### src/rtl/dig_pkg.sv
// Package: shared defaults and helpers for the depth iteration generator.
// Assumes RADIX >= 2 and a level count of at most 7 (pow_of loop bound).
package dig_pkg;
    localparam int RADIX  = 20;
    localparam int LEVELS = 3;
    localparam int SEL_W  = 3;
    localparam int DIG_W  = $clog2(RADIX);
    localparam int IDX_W  = $clog2(RADIX ** LEVELS);

    // Integer power radix**n for small n; used for the trip-count table.
    function automatic int unsigned pow_of(input int unsigned radix, input int unsigned n);
        int unsigned r;
        r = 1;
        for (int i = 0; i < 8; i++) begin
            if (i < n) r = r * radix;
        end
        return r;
    endfunction
endpackage

### src/rtl/dig_counter.sv
// Flat index generator. Accepts a start while the whole unit is idle,
// looks up the trip count radix**sel, and issues one index per cycle in
// which adv_i is high. Assumes idle_i already covers the downstream stages.
module dig_counter #(
    parameter int RADIX  = dig_pkg::RADIX,
    parameter int LEVELS = dig_pkg::LEVELS,
    parameter int SEL_W  = dig_pkg::SEL_W,
    parameter int IDX_W  = dig_pkg::IDX_W
) (
    input  logic             clk,
    input  logic             rst_n,
    input  logic             start_i,
    input  logic [SEL_W-1:0] sel_i,
    input  logic             idle_i,
    input  logic             adv_i,
    output logic             active_o,
    output logic             err_o,
    output logic [SEL_W-1:0] mode_o,
    output logic             v_o,
    output logic             last_o,
    output logic [IDX_W-1:0] idx_o
);
    logic             sel_ok;
    logic             take;
    logic [IDX_W-1:0] nxt_q;
    logic [IDX_W-1:0] end_q;

    // Decide whether a start request is legal and accepted this cycle.
    always_comb begin
        sel_ok = (sel_i >= SEL_W'(1)) && (sel_i <= SEL_W'(LEVELS));
        take   = start_i && idle_i && sel_ok;
    end

    // Run control: load the trip count, step the index, flag rejects.
    always_ff @(posedge clk) begin
        if (!rst_n) begin
            active_o <= 1'b0;
            err_o    <= 1'b0;
            mode_o   <= '0;
            nxt_q    <= '0;
            end_q    <= '0;
        end else begin
            err_o <= start_i && idle_i && !sel_ok;
            if (take) begin
                active_o <= 1'b1;
                mode_o   <= sel_i;
                nxt_q    <= '0;
                end_q    <= IDX_W'(dig_pkg::pow_of(RADIX, 32'(sel_i)) - 1);
            end else if (adv_i && active_o) begin
                nxt_q <= nxt_q + IDX_W'(1);
                if (nxt_q == end_q) active_o <= 1'b0;
            end
        end
    end

    // Issue register: stage 0 of the pipeline, frozen when adv_i is low.
    always_ff @(posedge clk) begin
        if (!rst_n) begin
            v_o    <= 1'b0;
            last_o <= 1'b0;
            idx_o  <= '0;
        end else if (adv_i) begin
            v_o    <= active_o;
            last_o <= active_o && (nxt_q == end_q);
            idx_o  <= nxt_q;
        end
    end

    AST_IDX_BOUND: assert property (@(posedge clk) disable iff (!rst_n)
        v_o |-> (idx_o <= end_q));
    AST_MODE_HELD: assert property (@(posedge clk) disable iff (!rst_n)
        !idle_i |=> $stable(mode_o));
endmodule

### src/rtl/dig_divstage.sv
// One divide-by-radix stage. Registers quotient and remainder of its input
// in a single cycle and drops the remainder into digit slot SLOT. The stage
// holds its contents while adv_i is low. Assumes the input is below radix**LEVELS.
module dig_divstage #(
    parameter int RADIX  = dig_pkg::RADIX,
    parameter int LEVELS = dig_pkg::LEVELS,
    parameter int DIG_W  = dig_pkg::DIG_W,
    parameter int IDX_W  = dig_pkg::IDX_W,
    parameter int SLOT   = 0
) (
    input  logic                    clk,
    input  logic                    rst_n,
    input  logic                    adv_i,
    input  logic                    v_i,
    input  logic                    last_i,
    input  logic [IDX_W-1:0]        quo_i,
    input  logic [LEVELS*DIG_W-1:0] dig_i,
    output logic                    v_o,
    output logic                    last_o,
    output logic [IDX_W-1:0]        quo_o,
    output logic [LEVELS*DIG_W-1:0] dig_o
);
    // Pipeline register: split the quotient and pass earlier digits along.
    always_ff @(posedge clk) begin
        if (!rst_n) begin
            v_o    <= 1'b0;
            last_o <= 1'b0;
            quo_o  <= '0;
            dig_o  <= '0;
        end else if (adv_i) begin
            v_o    <= v_i;
            last_o <= last_i;
            quo_o  <= quo_i / IDX_W'(RADIX);
            dig_o  <= dig_i;
            dig_o[SLOT*DIG_W +: DIG_W] <= DIG_W'(quo_i % IDX_W'(RADIX));
        end
    end
endmodule

### src/rtl/depth_iter_gen.sv
// Depth iteration generator top. A flat counter feeds LEVELS-1 divide
// stages; the last quotient becomes the top digit. One global advance
// (ready_i) moves every register, so the pipeline never drops a tuple.
// Assumes the consumer takes a tuple in any cycle with valid_o and ready_i high.
module depth_iter_gen #(
    parameter int RADIX  = dig_pkg::RADIX,
    parameter int LEVELS = dig_pkg::LEVELS,
    parameter int SEL_W  = dig_pkg::SEL_W
) (
    input  logic                                 clk,
    input  logic                                 rst_n,
    input  logic                                 start_i,
    input  logic [SEL_W-1:0]                     sel_i,
    input  logic                                 ready_i,
    output logic                                 busy_o,
    output logic                                 done_o,
    output logic                                 err_o,
    output logic                                 valid_o,
    output logic                                 last_o,
    output logic [LEVELS*$clog2(RADIX)-1:0]      depth_o
);
    localparam int DIG_W = $clog2(RADIX);
    localparam int IDX_W = $clog2(RADIX ** LEVELS);
    localparam int LAST  = LEVELS - 1;

    logic                    st_v    [0:LEVELS-1];
    logic                    st_last [0:LEVELS-1];
    logic [IDX_W-1:0]        st_quo  [0:LEVELS-1];
    logic [LEVELS*DIG_W-1:0] st_dig  [0:LEVELS-1];
    logic                    active;
    logic                    idle;
    logic [SEL_W-1:0]        mode;
    logic [LEVELS*DIG_W-1:0] raw;

    // Occupancy: busy while the counter or any stage holds work.
    always_comb begin
        busy_o = active;
        for (int i = 0; i < LEVELS; i++) busy_o = busy_o | st_v[i];
        idle = !busy_o;
    end

    dig_counter #(
        .RADIX (RADIX),
        .LEVELS(LEVELS),
        .SEL_W (SEL_W),
        .IDX_W (IDX_W)
    ) u_cnt (
        .clk     (clk),
        .rst_n   (rst_n),
        .start_i (start_i),
        .sel_i   (sel_i),
        .idle_i  (idle),
        .adv_i   (ready_i),
        .active_o(active),
        .err_o   (err_o),
        .mode_o  (mode),
        .v_o     (st_v[0]),
        .last_o  (st_last[0]),
        .idx_o   (st_quo[0])
    );
    assign st_dig[0] = '0;

    generate
        for (genvar k = 1; k < LEVELS; k++) begin : g_div
            dig_divstage #(
                .RADIX (RADIX),
                .LEVELS(LEVELS),
                .DIG_W (DIG_W),
                .IDX_W (IDX_W),
                .SLOT  (k - 1)
            ) u_div (
                .clk   (clk),
                .rst_n (rst_n),
                .adv_i (ready_i),
                .v_i   (st_v[k-1]),
                .last_i(st_last[k-1]),
                .quo_i (st_quo[k-1]),
                .dig_i (st_dig[k-1]),
                .v_o   (st_v[k]),
                .last_o(st_last[k]),
                .quo_o (st_quo[k]),
                .dig_o (st_dig[k])
            );
        end
    endgenerate

    // Final digit tuple: the last quotient fills the top slot.
    always_comb begin
        raw = st_dig[LAST];
        raw[LAST*DIG_W +: DIG_W] = DIG_W'(st_quo[LAST]);
    end

    generate
        for (genvar j = 0; j < LEVELS; j++) begin : g_mask
            assign depth_o[j*DIG_W +: DIG_W] =
                (mode > SEL_W'(j)) ? raw[j*DIG_W +: DIG_W] : '0;
            AST_DIGIT_RANGE: assert property (@(posedge clk) disable iff (!rst_n)
                valid_o |-> (depth_o[j*DIG_W +: DIG_W] < DIG_W'(RADIX)));
        end
    endgenerate

    assign valid_o = st_v[LAST];
    assign last_o  = st_last[LAST];

    // Completion pulse once the final tuple has been taken.
    always_ff @(posedge clk) begin
        if (!rst_n) done_o <= 1'b0;
        else        done_o <= ready_i && st_v[LAST] && st_last[LAST];
    end

    AST_STALL_HOLD: assert property (@(posedge clk) disable iff (!rst_n)
        valid_o && !ready_i |=> valid_o && $stable(depth_o) && $stable(last_o));
    AST_LAST_HAS_VALID: assert property (@(posedge clk) disable iff (!rst_n)
        last_o |-> valid_o);
    AST_DONE_AFTER_LAST: assert property (@(posedge clk) disable iff (!rst_n)
        done_o |-> $past(valid_o && last_o && ready_i));
    AST_DONE_IDLE: assert property (@(posedge clk) disable iff (!rst_n)
        done_o |-> !busy_o);
    AST_ERR_NO_RUN: assert property (@(posedge clk) disable iff (!rst_n)
        err_o |-> !busy_o && !valid_o);
endmodule

### config.mk
export PLATFORM = sky130hd
export DESIGN_NAME = depth_iter_gen
export DESIGN_NICKNAME = d
export VERILOG_FILES = /design/src/rtl/dig_pkg.sv /design/src/rtl/dig_counter.sv /design/src/rtl/dig_divstage.sv /design/src/rtl/depth_iter_gen.sv
export SDC_FILE = /design/constraint.sdc
export NUM_CORES = 1
export LEC_CHECK = 0
export BUFFER_PORTS_ARGS = -buffer_cell sky130_fd_sc_hd__buf_4
export CORE_MARGIN = 1
export CORE_UTILIZATION = 43
export DETAILED_ROUTE_END_ITERATION = 10
export GPL_TIMING_DRIVEN = 0
export SKIP_LAST_GASP = 1
export SYNTH_ARGS = -nofsm -noshare
export SYNTH_HDL_FRONTEND = slang
export SYNTH_SLANG_ARGS = --single-unit
### constraint.sdc
create_clock -name clk -period 7.87 [get_ports clk]
set_input_delay 1.574 -clock clk [delete_from_list [all_inputs] [get_ports clk]]
set_output_delay 1.574 -clock clk [all_outputs]
set_load 0.02 [all_outputs]
## Word-level counts from Yosys, hierarchy flattened

Index checks and enable logic that the tools add are counted.

| operators by class | value |
|---|---|
| multipliers | 6 |
| shift-type cells | 0 |
| bitwise logic cells | 4 |
| add/subtract/negate cells | 2 |
| divide/modulo/power cells | 4 |
| mux-type cells | 27 |
| equality and inequality tests | 1 |
| reductions and logical operators | 14 |
| order comparisons | 12 |

Operator list:

| kind | count |
|---|---|
| 32-bit two-way mux | 17 |
| 32-bit by 3-bit multiplier with 30-bit output, second input constant | 5 |
| 13-bit two-way mux | 3 |
| 32-bit by 3-bit multiplier with 11-bit output, second input constant | 1 |
| 13-bit by 5-bit divider with 13-bit output, second input constant | 2 |
| 13-bit by 5-bit remainder unit with 13-bit output, second input constant | 2 |
| 5-bit two-way mux | 4 |
| 13-bit by 1-bit adder with 13-bit output, second input constant | 1 |
| 13-bit == test | 1 |
| 13-bit by 1-bit subtractor with 13-bit output, second input constant | 1 |
| 3-bit less-than comparator, first input constant | 3 |
| 1-bit logical AND | 8 |
| 3-bit by 1-bit > comparator with 1-bit output, second input constant | 2 |
| 1-bit by 3-bit less-than comparator with 1-bit output, first input constant | 2 |
| 2-bit by 3-bit less-than comparator with 1-bit output, first input constant | 2 |
| 2-bit nonzero test | 2 |
| 3-bit by 1-bit >= comparator with 1-bit output, second input constant | 1 |
| 3-bit by 2-bit > comparator with 1-bit output, second input constant | 1 |
| 3-bit by 2-bit <= comparator with 1-bit output, second input constant | 1 |
| 1-bit two-way mux | 3 |
| 1-bit bitwise OR | 3 |
| 1-bit logical NOT | 2 |
| 2-bit AND reduction | 1 |
| 2-bit OR reduction | 1 |
| 1-bit NOT | 1 |

| word-level totals | value |
|---|---|
| latch bits | 0 |
| memories kept | 0 |
| memory bits (writable) | 0 |
| output and inout bits | 20 |
| logic and storage cells | 87 |
| ROM bits | 0 |
| bits in registers | 84 |

## Longest topological paths before layout

Gate-level depths: netlist of run 1.

| logic depth | value |
|---|---|
| depth after elaboration | 33 |
| mapped depth | 21 |
| depth with buffers taken out | 19 |

## Hierarchy

A second synthesis of run 1 with hierarchy kept.

| unflattened totals | value |
|---|---|
| cells, all modules | 790 |
| area, all modules | 6,695.2 µm² |

By module, submodules not included:

| module | instances | cells an instance | sequential area each (µm²) | area an instance (µm²) |
|---|---|---|---|---|
| dig_divstage (g_div[1].u_div) | 1 | 267 | 520.5 | 2,265.9 |
| dig_divstage (g_div[2].u_div) | 1 | 263 | 520.5 | 2,192.1 |
| dig_counter | 1 | 237 | 900.9 | 2,074.5 |
| depth_iter_gen | 1 | 23 | 20.0 | 162.7 |

## Least setup slack after synthesis of run 1

Ideal clock, no wire load.

| timing | value |
|---|---|
| path type | input-to-reg |
| from | input sel_i[1] |
| to | register u_cnt.end_q[10] |
| slack | 2.418 ns |
| path buffers | 2 |
| data arrival time | 5.394 ns |
| required time | 7.812 ns |
| stages | 21 |
| path through | clkbuf_1 -> or2_2 -> clkbuf_1 -> nor2_1 -> ha_1 -> inv_1 -> a21oi_1 -> ha_1 -> a31o_2 -> ha_1 -> ha_1 -> nor2_1 -> a31oi_1 -> ha_1 -> ha_1 -> a21oi_1 -> xnor2_1 -> o21ai_0 -> a211oi_1 -> o21a_1 -> o21a_1 |

| between the ends | value |
|---|---|
| cells in the longest elaborated chain, start to end | 28 |
| elaborated cells between the ends (all ways) | 39 |

RTL lines:

| item | RTL line | source |
|---|---|---|
| from (decl) | depth_iter_gen.sv:13 | `input logic [SEL_W-1:0] sel_i,` |
| 1-bit by 3-bit less-than comparator with 1-bit output | dig_pkg.sv:15 | `if (i < n) r = r * radix;` |
| 5-bit two-way mux | dig_pkg.sv:15 |  |
| 32-bit two-way mux | dig_counter.sv:44 | `if (take) begin` |
| 32-bit two-way mux | dig_counter.sv:36 | `if (!rst_n) begin` |
| 32-bit by 3-bit multiplier with 30-bit output or 32-bit two-way mux (tied branches) | dig_pkg.sv:15 |  |
| 32-bit two-way mux (on tied branches) | dig_pkg.sv:15, dig_counter.sv:44 |  |
| 32-bit two-way mux (on tied branches) | dig_counter.sv:44, dig_counter.sv:36 |  |
| 32-bit two-way mux or 32-bit by 3-bit multiplier with 30-bit output (tied branches) | dig_counter.sv:36, dig_pkg.sv:15 |  |
| (+12 left out) | - |  |
| 32-bit by 3-bit multiplier with 30-bit output or 32-bit two-way mux (tied branches) | dig_pkg.sv:15 |  |
| 32-bit two-way mux (on tied branches) | dig_pkg.sv:15, dig_counter.sv:44 |  |
| 32-bit two-way mux (on tied branches) | dig_counter.sv:44, dig_counter.sv:36 |  |
| 32-bit two-way mux or 32-bit by 3-bit multiplier with 11-bit output (tied branches) | dig_counter.sv:36, dig_pkg.sv:15 |  |
| 13-bit two-way mux | dig_pkg.sv:15 |  |
| 13-bit two-way mux | dig_counter.sv:44 |  |
| 13-bit two-way mux | dig_counter.sv:36 |  |
| 13-bit by 1-bit subtractor with 13-bit output | dig_counter.sv:48 | `end_q <= IDX_W'(dig_pkg::pow_of(RADIX, 32'(sel_i)) - 1);` |
| to (signal assigned) | dig_counter.sv:48 |  |
| to (decl) | dig_counter.sv:26 | `logic [IDX_W-1:0] end_q;` |

Parallel ways exist; a longest one is shown, timed or not. The select of a mux whose other input is x is not followed.
A chain may end at the register's enable or synchronous reset.

## Worst setup path after layout of run 1

| timing | value |
|---|---|
| from | input sel_i[1] |
| to | register u_cnt.end_q[9] |

| between the ends | value |
|---|---|
| cells in the longest elaborated chain, start to end | 27 |
| elaborated cells between the ends (all ways) | 39 |

RTL lines:

| item | RTL line |
|---|---|
| 1-bit by 3-bit less-than comparator with 1-bit output | dig_pkg.sv:15 |
| 5-bit two-way mux | dig_pkg.sv:15 |
| 32-bit two-way mux | dig_counter.sv:44 |
| 32-bit two-way mux | dig_counter.sv:36 |
| 32-bit by 3-bit multiplier with 30-bit output or 32-bit two-way mux (tied branches) | dig_pkg.sv:15 |
| 32-bit two-way mux (on tied branches) | dig_pkg.sv:15, dig_counter.sv:44 |
| 32-bit two-way mux (on tied branches) | dig_counter.sv:44, dig_counter.sv:36 |
| 32-bit two-way mux, or another cell as far along | dig_counter.sv:36 |
| (+11 left out) | - |
| 32-bit two-way mux, or another cell as far along | dig_counter.sv:36 |
| 32-bit two-way mux (on tied branches) | dig_pkg.sv:15, dig_counter.sv:44 |
| 32-bit two-way mux (on tied branches) | dig_counter.sv:44, dig_counter.sv:36 |
| 32-bit two-way mux or 32-bit by 3-bit multiplier with 11-bit output (tied branches) | dig_counter.sv:36, dig_pkg.sv:15 |
| 13-bit two-way mux | dig_pkg.sv:15 |
| 13-bit two-way mux | dig_counter.sv:44 |
| 13-bit two-way mux | dig_counter.sv:36 |
| 13-bit by 1-bit subtractor with 13-bit output | dig_counter.sv:48 |

Parallel ways exist; a longest one is shown, timed or not. The select of a mux whose other input is x is not followed.

==> reports/metrics.cfg, run 1 <==
[global_routing]
antenna_found_initial=0
overflow=0
track_usage_pct=22.1
grt_pass1_vias=4677
grt_max_degree=13
grt_pass1_wl_um=23200

[power]
vdd_drop_max_mv=0.103
p_leak_nw=2.71
power_density_mw_per_mm2=155
total_power_mw=0.990

[hold_path]
min_path_cells=1
hold_class=reg2reg
hp-start=g_div[2].u_div.quo_o[1]
whs_endpoint=g_div[2].u_div.quo_o[1]

[clocking]
root_buffer=clkbuf_16
cts_tree=yes
htree_num_levels=3
clk_pin_slew_ns=0.06
clock_sinks=79
cts_made_buffers=9
cts_setup_buffers=0
clk_latency_ns=0.34
ctsHoldBuffers=0
cts.path.max_buffers=2
cts_resized=0

[timing]
period_needed_ns=5.92
worst_pin_slew_ns=0.820
finalSetupViolCount=0
hold_viol_final=0
grt_setup_unrepaired=no
timing.setup.tns_ns=0
period_share_pct=75.2
slew_viol_final=0
fmax_mhz=169
relSlewSlack_pct=44.7
fin_skew_ns=0.00575

[die]
placementRows=41
die_w_um=117
start_util_pct=44.4
pin_count=27
fp.coreArea_mm2=0.0127
die-area_mm2=0.0136
die_h_um=117

[critical_path]
crit_slowest_cell=clkbuf_1
worstSetupPathType=in2reg
cp_max_fo=9
reg2reg_from=u_cnt.idx_o[12]
worstPathArrival_ns=6.19
reg2reg_slack_ns=4.27
reg2reg_depth=12
critPathCaptureType=register
cp_common_cell=ha_1
cp_top_family=adder cells
crit_buf_inv=4
crit_path_cell_trace=buf_4 > clkbuf_1 > or2_2 > clkbuf_1 > nor2_1 > ha_1 > inv_1 > a21oi_1 > ha_1 > a31o_2 > ha_1 > ha_1 > nor2_1 > a31oi_1 > ha_1 > ha_1 > a21oi_1 > xnor2_1 > o21ai_0 > a211oi_1 > o21a_1 > o21a_1
rr_endpoint=g_div[1].u_div.quo_o[0]
cpPeakStageDelay_ns=0.34
crit_required_ns=8.15
cp-start-kind=input pin

[finish]
antenna_cells=0
drive_gt1_share_pct=11.4
syn2layout_area_growth_pct=13.0
num-nets-final=760
final_area_mm2=0.00638

[synthesis]
ys_warn_count=0
ys_seq_area_share_pct=28.0
synth_edf_count=0
netlist_area_mm2=0.00565
synth-seq-cells=79
synth_cells=686
ys.flop_type=dfxtp_1
syn_avg_cell_area_um2=8.24
async_flop_share_pct=0
ys_types=80

[detailed_routing]
drt_drc_violations_left=0
via_per_inst=5.59
wl_per_cell_um=15.9
drt_pass1_iterations=5
vias=5035
drt_iter0_drc=287
drt_wl_total_um=14300
drtAntennaViolNets=0

[place]
dp_hpwl_um=11100
placed_cell_area_mm2=0.00606
io_buffers=25
place.gp.congestion=0.865

[status]
status=finished clean

[flow_run]
drv_cap=0

-- cell usage in the layout, fill, tap and decap left out, types with 4 or more instances in the layout --
cell type   n
a21o_1      6
buf_4      27
o21a_1     11
buf_2      10
a31oi_1    12
nand3_1    14
clkbuf_16   9
or2_2       4
xnor2_1    14
nor2_1     54
mux2i_1    33
mux2_2      5
buf_1       6
inv_1      19
dfxtp_1    79
or3_1       4
buf_6       5
o211a_1    10
nand2b_1    7
clkbuf_1   28
and3_1      8
a211oi_1    6
xor2_1     26
ha_1       30
nor3_1     18
nor3b_1     5
nor2b_1    55
a21oi_1    36
nor4bb_1    4
nor4_1      5
and2_1      5
o21ai_0    36
a21boi_0   11
nand2_1    52
-- layer usage --
metal / vias up / GRT usage, % / share of wire [%]
met1: 2396 / 28.2 / 47
met4: 0 / 6.50 / 1.2
met3: 13 / 3.48 / 2.7
met2: 102 / 38.2 / 49
li1: 2524 / - / -
met5: - / 0 / 0
-- kinds of logic after synthesis --
kind of cell,share of synthesized area (%)
other,0.0664
adders and majority gates,7.00
and+or+nand+nor,24.5
AOI/OAI and AO/OA,21.3
xor gates and xnor gates,6.49
DFF,28.0
muxes,7.11
buffers and inverters,5.53
-- how the worst max path moves through the flow --
stage / start / depth (start not counted) / to / slack (ns)
6_report: sel_i[1] / 22 / u_cnt.end_q[9] / 1.95
5_1_grt: sel_i[1] / 22 / u_cnt.end_q[9] / 1.59
4_1_cts: sel_i[1] / 22 / u_cnt.end_q[9] / 1.94
3_5_place_dp: sel_i[1] / 22 / u_cnt.end_q[9] / 1.61
3_3_place_gp: sel_i[1] / 22 / u_cnt.end_q[11] / 1.72
2_1_floorplan: sel_i[1] / 21 / u_cnt.end_q[10] / 2.42
-- worst reg2reg max path: cells and delay by family, from the launching register on --
kind / cells / cell delay (ns)
and+or+nand+nor: 5 / 1.25
buffers and inverters: 1 / 0.16
DFF: 1 / 0.38
AOI/OAI and AO/OA: 6 / 1.73
-- power by group --
group          switching (mW)  internal [mW]  total (mW)  leakage (nW)
clock                   0.156          0.295       0.451         0.160
combinational          0.0682         0.0508       0.119          1.91
sequential            0.00862          0.411       0.420         0.641
-- sequential cells by signal, summed over array words and instances, names as in the netlist, 2 cells and up --
name / count
u_cnt.end_q: 12
u_cnt.nxt_q: 13
u_cnt.mode_o: 3
g_div.u_div.dig_o: 15
g_div.u_div.v_o: 2
u_cnt.idx_o: 13
g_div.u_div.quo_o: 14
g_div.u_div.last_o: 2
-- layout make-up --
class	instances	area [um^2]
Fill cell	1280	6340
Multi-Input combinational cell	540	3760
Sequential cell	79	1580
Clock buffer	13	260
Buffer	49	241
Tap cell	172	215
Timing Repair Buffer	25	188
Inverter	19	71.3
Clock inverter	3	65.1
-- synth_stat cells (4+ instances only) --
cell      instances  area (um^2)
clkbuf_1         26         97.6
nor4bb_1          4         40.0
a21oi_1          36          180
o21ai_0          36          180
buf_6             5         56.3
and3_1            8         50.1
o21a_1           11         82.6
xor2_1           26          228
a21boi_0         11         82.6
nor3b_1           5         37.5
nor2b_1          55          344
and2_1            5         31.3
ha_1             30          375
o211a_1          10          100
nand2b_1          7         43.8
buf_2            10         50.1
mux2_2            5         56.3
or3_1             4         25.0
dfxtp_1          79         1580
a211oi_1          6         45.0
nor3_1           18         90.1
nand2_1          52          195
inv_1            19         71.3
a21o_1            6         45.0
a31oi_1          12         75.1
or2_2             4         25.0
nor4_1            5         31.3
nand3_1          14         70.1
buf_1             6         22.5
mux2i_1          33          330
nor2_1           54          203
xnor2_1          14          123
-- through the flow --
step,util (%),setup slack (ns),cells,hold WS [ns]
detailed placement,47.6,1.61,884,0.463
global route,50.2,1.59,900,0.491
floorplan,-,2.42,687,0.447
global placement,47.6,1.72,884,0.455
finish,50.2,1.95,900,0.473
CTS,50.2,1.94,900,0.477
Note: power is estimated with default switching activity, not from simulation.
==> run 2, diff against run 1 <==
Clock period 7.87 ns to 5.6 ns, I/O delays scaled along.
==> run 2 against run 1 <==
- wire length about the same
- count of clock-buffer cells in the layout unchanged
- global-route usage unchanged
- combinational power up 40%
- flip-flop and latch count unchanged
- sequential share of layout area about the same
- worst hold slack about the same
- first-iteration DRC count up 6.3%
- critical path depth down 1
- clock skew up 0.00072 ns
- die area unchanged
- design area about the same
- largest cell class unchanged
- largest power group unchanged
==> reports/metrics.cfg, run 2 (synthesized netlist as in run 1, its figures left out) <==
[hold_path]
hp-start=g_div[2].u_div.quo_o[1]
min_path_cells=1  ; unchanged
hold_class=reg2reg
whs_endpoint=g_div[2].u_div.quo_o[1]

[status]
status=finished clean

[detailed_routing]
vias=5047  ; +0.24%
wl_per_cell_um=15.9  ; about the same
drtAntennaViolNets=0  ; unchanged
drt_drc_violations_left=0  ; unchanged
drt_wl_total_um=14300  ; about the same
drt_iter0_drc=305  ; +6.3%
drt_pass1_iterations=6  ; +1
via_per_inst=5.61  ; +0.35%

[finish]
final_common_cell=dfxtp_1
nFillCells=1281  ; +0.078%
utilization_pct=50.2  ; about the same
num-nets-final=759  ; -0.13%
antenna_cells=0  ; unchanged
reg_top3=g_div.u_div.dig_o: 15 flops, g_div.u_div.quo_o: 14 flops
final_area_mm2=0.00638  ; about the same
regArea_mm2=0.00158  ; unchanged
largest_reg_flops=15  ; unchanged
drive_gt1_share_pct=11.6  ; +0.15 points
largest_register=g_div.u_div.dig_o
multi_input_area_mm2=0.00376  ; about the same
syn2layout_area_growth_pct=12.9  ; about the same
layout.cells.most_common_list=dfxtp_1 (79), nor2b_1 (55), nor2_1 (53), nand2_1 (52)

[critical_path]
reg2reg_from=u_cnt.idx_o[12]
worstPathArrival_ns=5.49  ; -0.70 ns
reg2reg_depth=12  ; unchanged
critPathCaptureType=register
crit_required_ns=5.88  ; -2.27 ns
rr_endpoint=g_div[1].u_div.quo_o[0]
reg2reg_slack_ns=2.01  ; -2.26 ns
cp-start-kind=input pin
cp_max_fo=9  ; unchanged
worstSetupPathType=in2reg

[timing]
grt_setup_unrepaired=no
finalSetupViolCount=0  ; unchanged
fin_hold_ws_ns=0.473  ; +0.0000160 ns
fin_skew_ns=0.00647  ; +0.000724 ns
worst_pin_slew_ns=0.820  ; -0.000230 ns
period_needed_ns=5.21
slew_viol_final=0  ; unchanged
fmax_mhz=192
hold_viol_final=0  ; unchanged
period_share_pct=93.1
relSlewSlack_pct=44.6  ; -0.10 points

[clocking]
cts.path.max_buffers=2  ; unchanged
clock_sinks=79  ; unchanged
cts_setup_buffers=0  ; unchanged
root_buffer=clkbuf_16
htree_num_levels=3  ; unchanged
cts_made_buffers=9  ; unchanged
cts_tree=yes
clk_latency_ns=0.34  ; about the same
clk_pin_slew_ns=0.06  ; about the same

[place]
place.gp.congestion=0.865  ; unchanged
dp_hpwl_um=11100  ; unchanged
placed_cell_area_mm2=0.00606  ; unchanged
io_buffers=25  ; unchanged

[global_routing]
grt_pass1_vias=4677  ; unchanged
grt_max_degree=13  ; unchanged
overflow=0  ; unchanged
antenna_found_initial=0  ; unchanged
grt_pass1_wl_um=23200  ; unchanged
track_usage_pct=22.1  ; unchanged

[die]
fp.coreArea_mm2=0.0127  ; unchanged
placementRows=41  ; unchanged
die_w_um=117  ; unchanged
die-area_mm2=0.0136  ; unchanged
start_util_pct=44.4  ; unchanged
pin_count=27  ; unchanged
die_h_um=117  ; unchanged

[power]
power_density_mw_per_mm2=218  ; +41%
p_leak_nw=2.71  ; about the same
vdd_drop_max_mv=0.146  ; +41%

[flow_run]
drv_cap=0  ; unchanged

## run 2: cell types whose count changed in the layout (fill, tap and decap cells not counted), sizes merged
cell,change
clkbuf,-1
## run 2: power breakdown
part           switching, mW  leakage [nW]  internal, mW
registers             0.0121         0.641         0.578
clock network          0.220         0.160         0.414
logic                 0.0959          1.91        0.0713
## run 2: worst max-delay path by stage
stage	to	slack [ns]	startpoint	cells past startpoint
2_1_floorplan	u_cnt.end_q[10]	0.60	sel_i[1]	21
3_3_place_gp	u_cnt.end_q[11]	-0.1	sel_i[1]	22
3_5_place_dp	u_cnt.end_q[9]	-0.21	sel_i[1]	22
4_1_cts	u_cnt.end_q[9]	0.12	sel_i[1]	22
5_1_grt	u_cnt.end_q[9]	0.07	sel_i[1]	21
6_report	u_cnt.end_q[9]	0.39	sel_i[1]	21
## run 2: metal layers
layer | wire length [um] | vias up | global-route usage [%]
met4 | 168 | 0 | 6.50
li1 | - | 2525 | -
met5 | 0 | - | 0
met1 | 6680 | 2401 | 28.2
met2 | 6980 | 108 | 38.2
met3 | 447 | 13 | 3.48
## run 2: layout make-up
class / count / area share (%)
Multi-Input combinational cell: 540 / 59.0
Sequential cell: 79 / 24.8
Clock buffer: 13 / 4.08
Buffer: 48 / 3.72
Tap cell: 172 / 3.37
Timing Repair Buffer: 25 / 2.94
Inverter: 19 / 1.12
Clock inverter: 3 / 1.02
## run 2: stage by stage
step / TNS [ns] / power (mW) / cells / worst slack [ns]
6_report: 0 / 1.39 / 899 / 0.386
5_1_grt: 0 / 1.45 / 899 / 0.0714
4_1_cts: 0 / 1.40 / 900 / 0.120
3_5_place_dp: -0.776 / 0.770 / 884 / -0.209
3_3_place_gp: -0.382 / 0.765 / 884 / -0.0963
2_1_floorplan: 0 / 0.724 / 687 / 0.602
## run 2: repair_timing
action	in CTS	in global routing
endpoints found under the setup margin	0	4
gates resized for setup	0	1
hold buffers	0	0
## run 2: worst max-delay path, cell delays in order
cell and delay [ns]:
buf_4 0.11, clkbuf_1 0.18, or2_2 0.42, nor2_2 0.21, ha_1 0.26, inv_1 0.08, a21oi_1 0.10, ha_1 0.29
a31o_2 0.25, ha_1 0.28, ha_1 0.29, nor2_1 0.05, a31oi_1 0.27, ha_1 0.29, ha_1 0.29, a21oi_1 0.18
xnor2_1 0.13, o21ai_0 0.09, a211oi_1 0.23, o21a_1 0.22, o21a_1 0.15
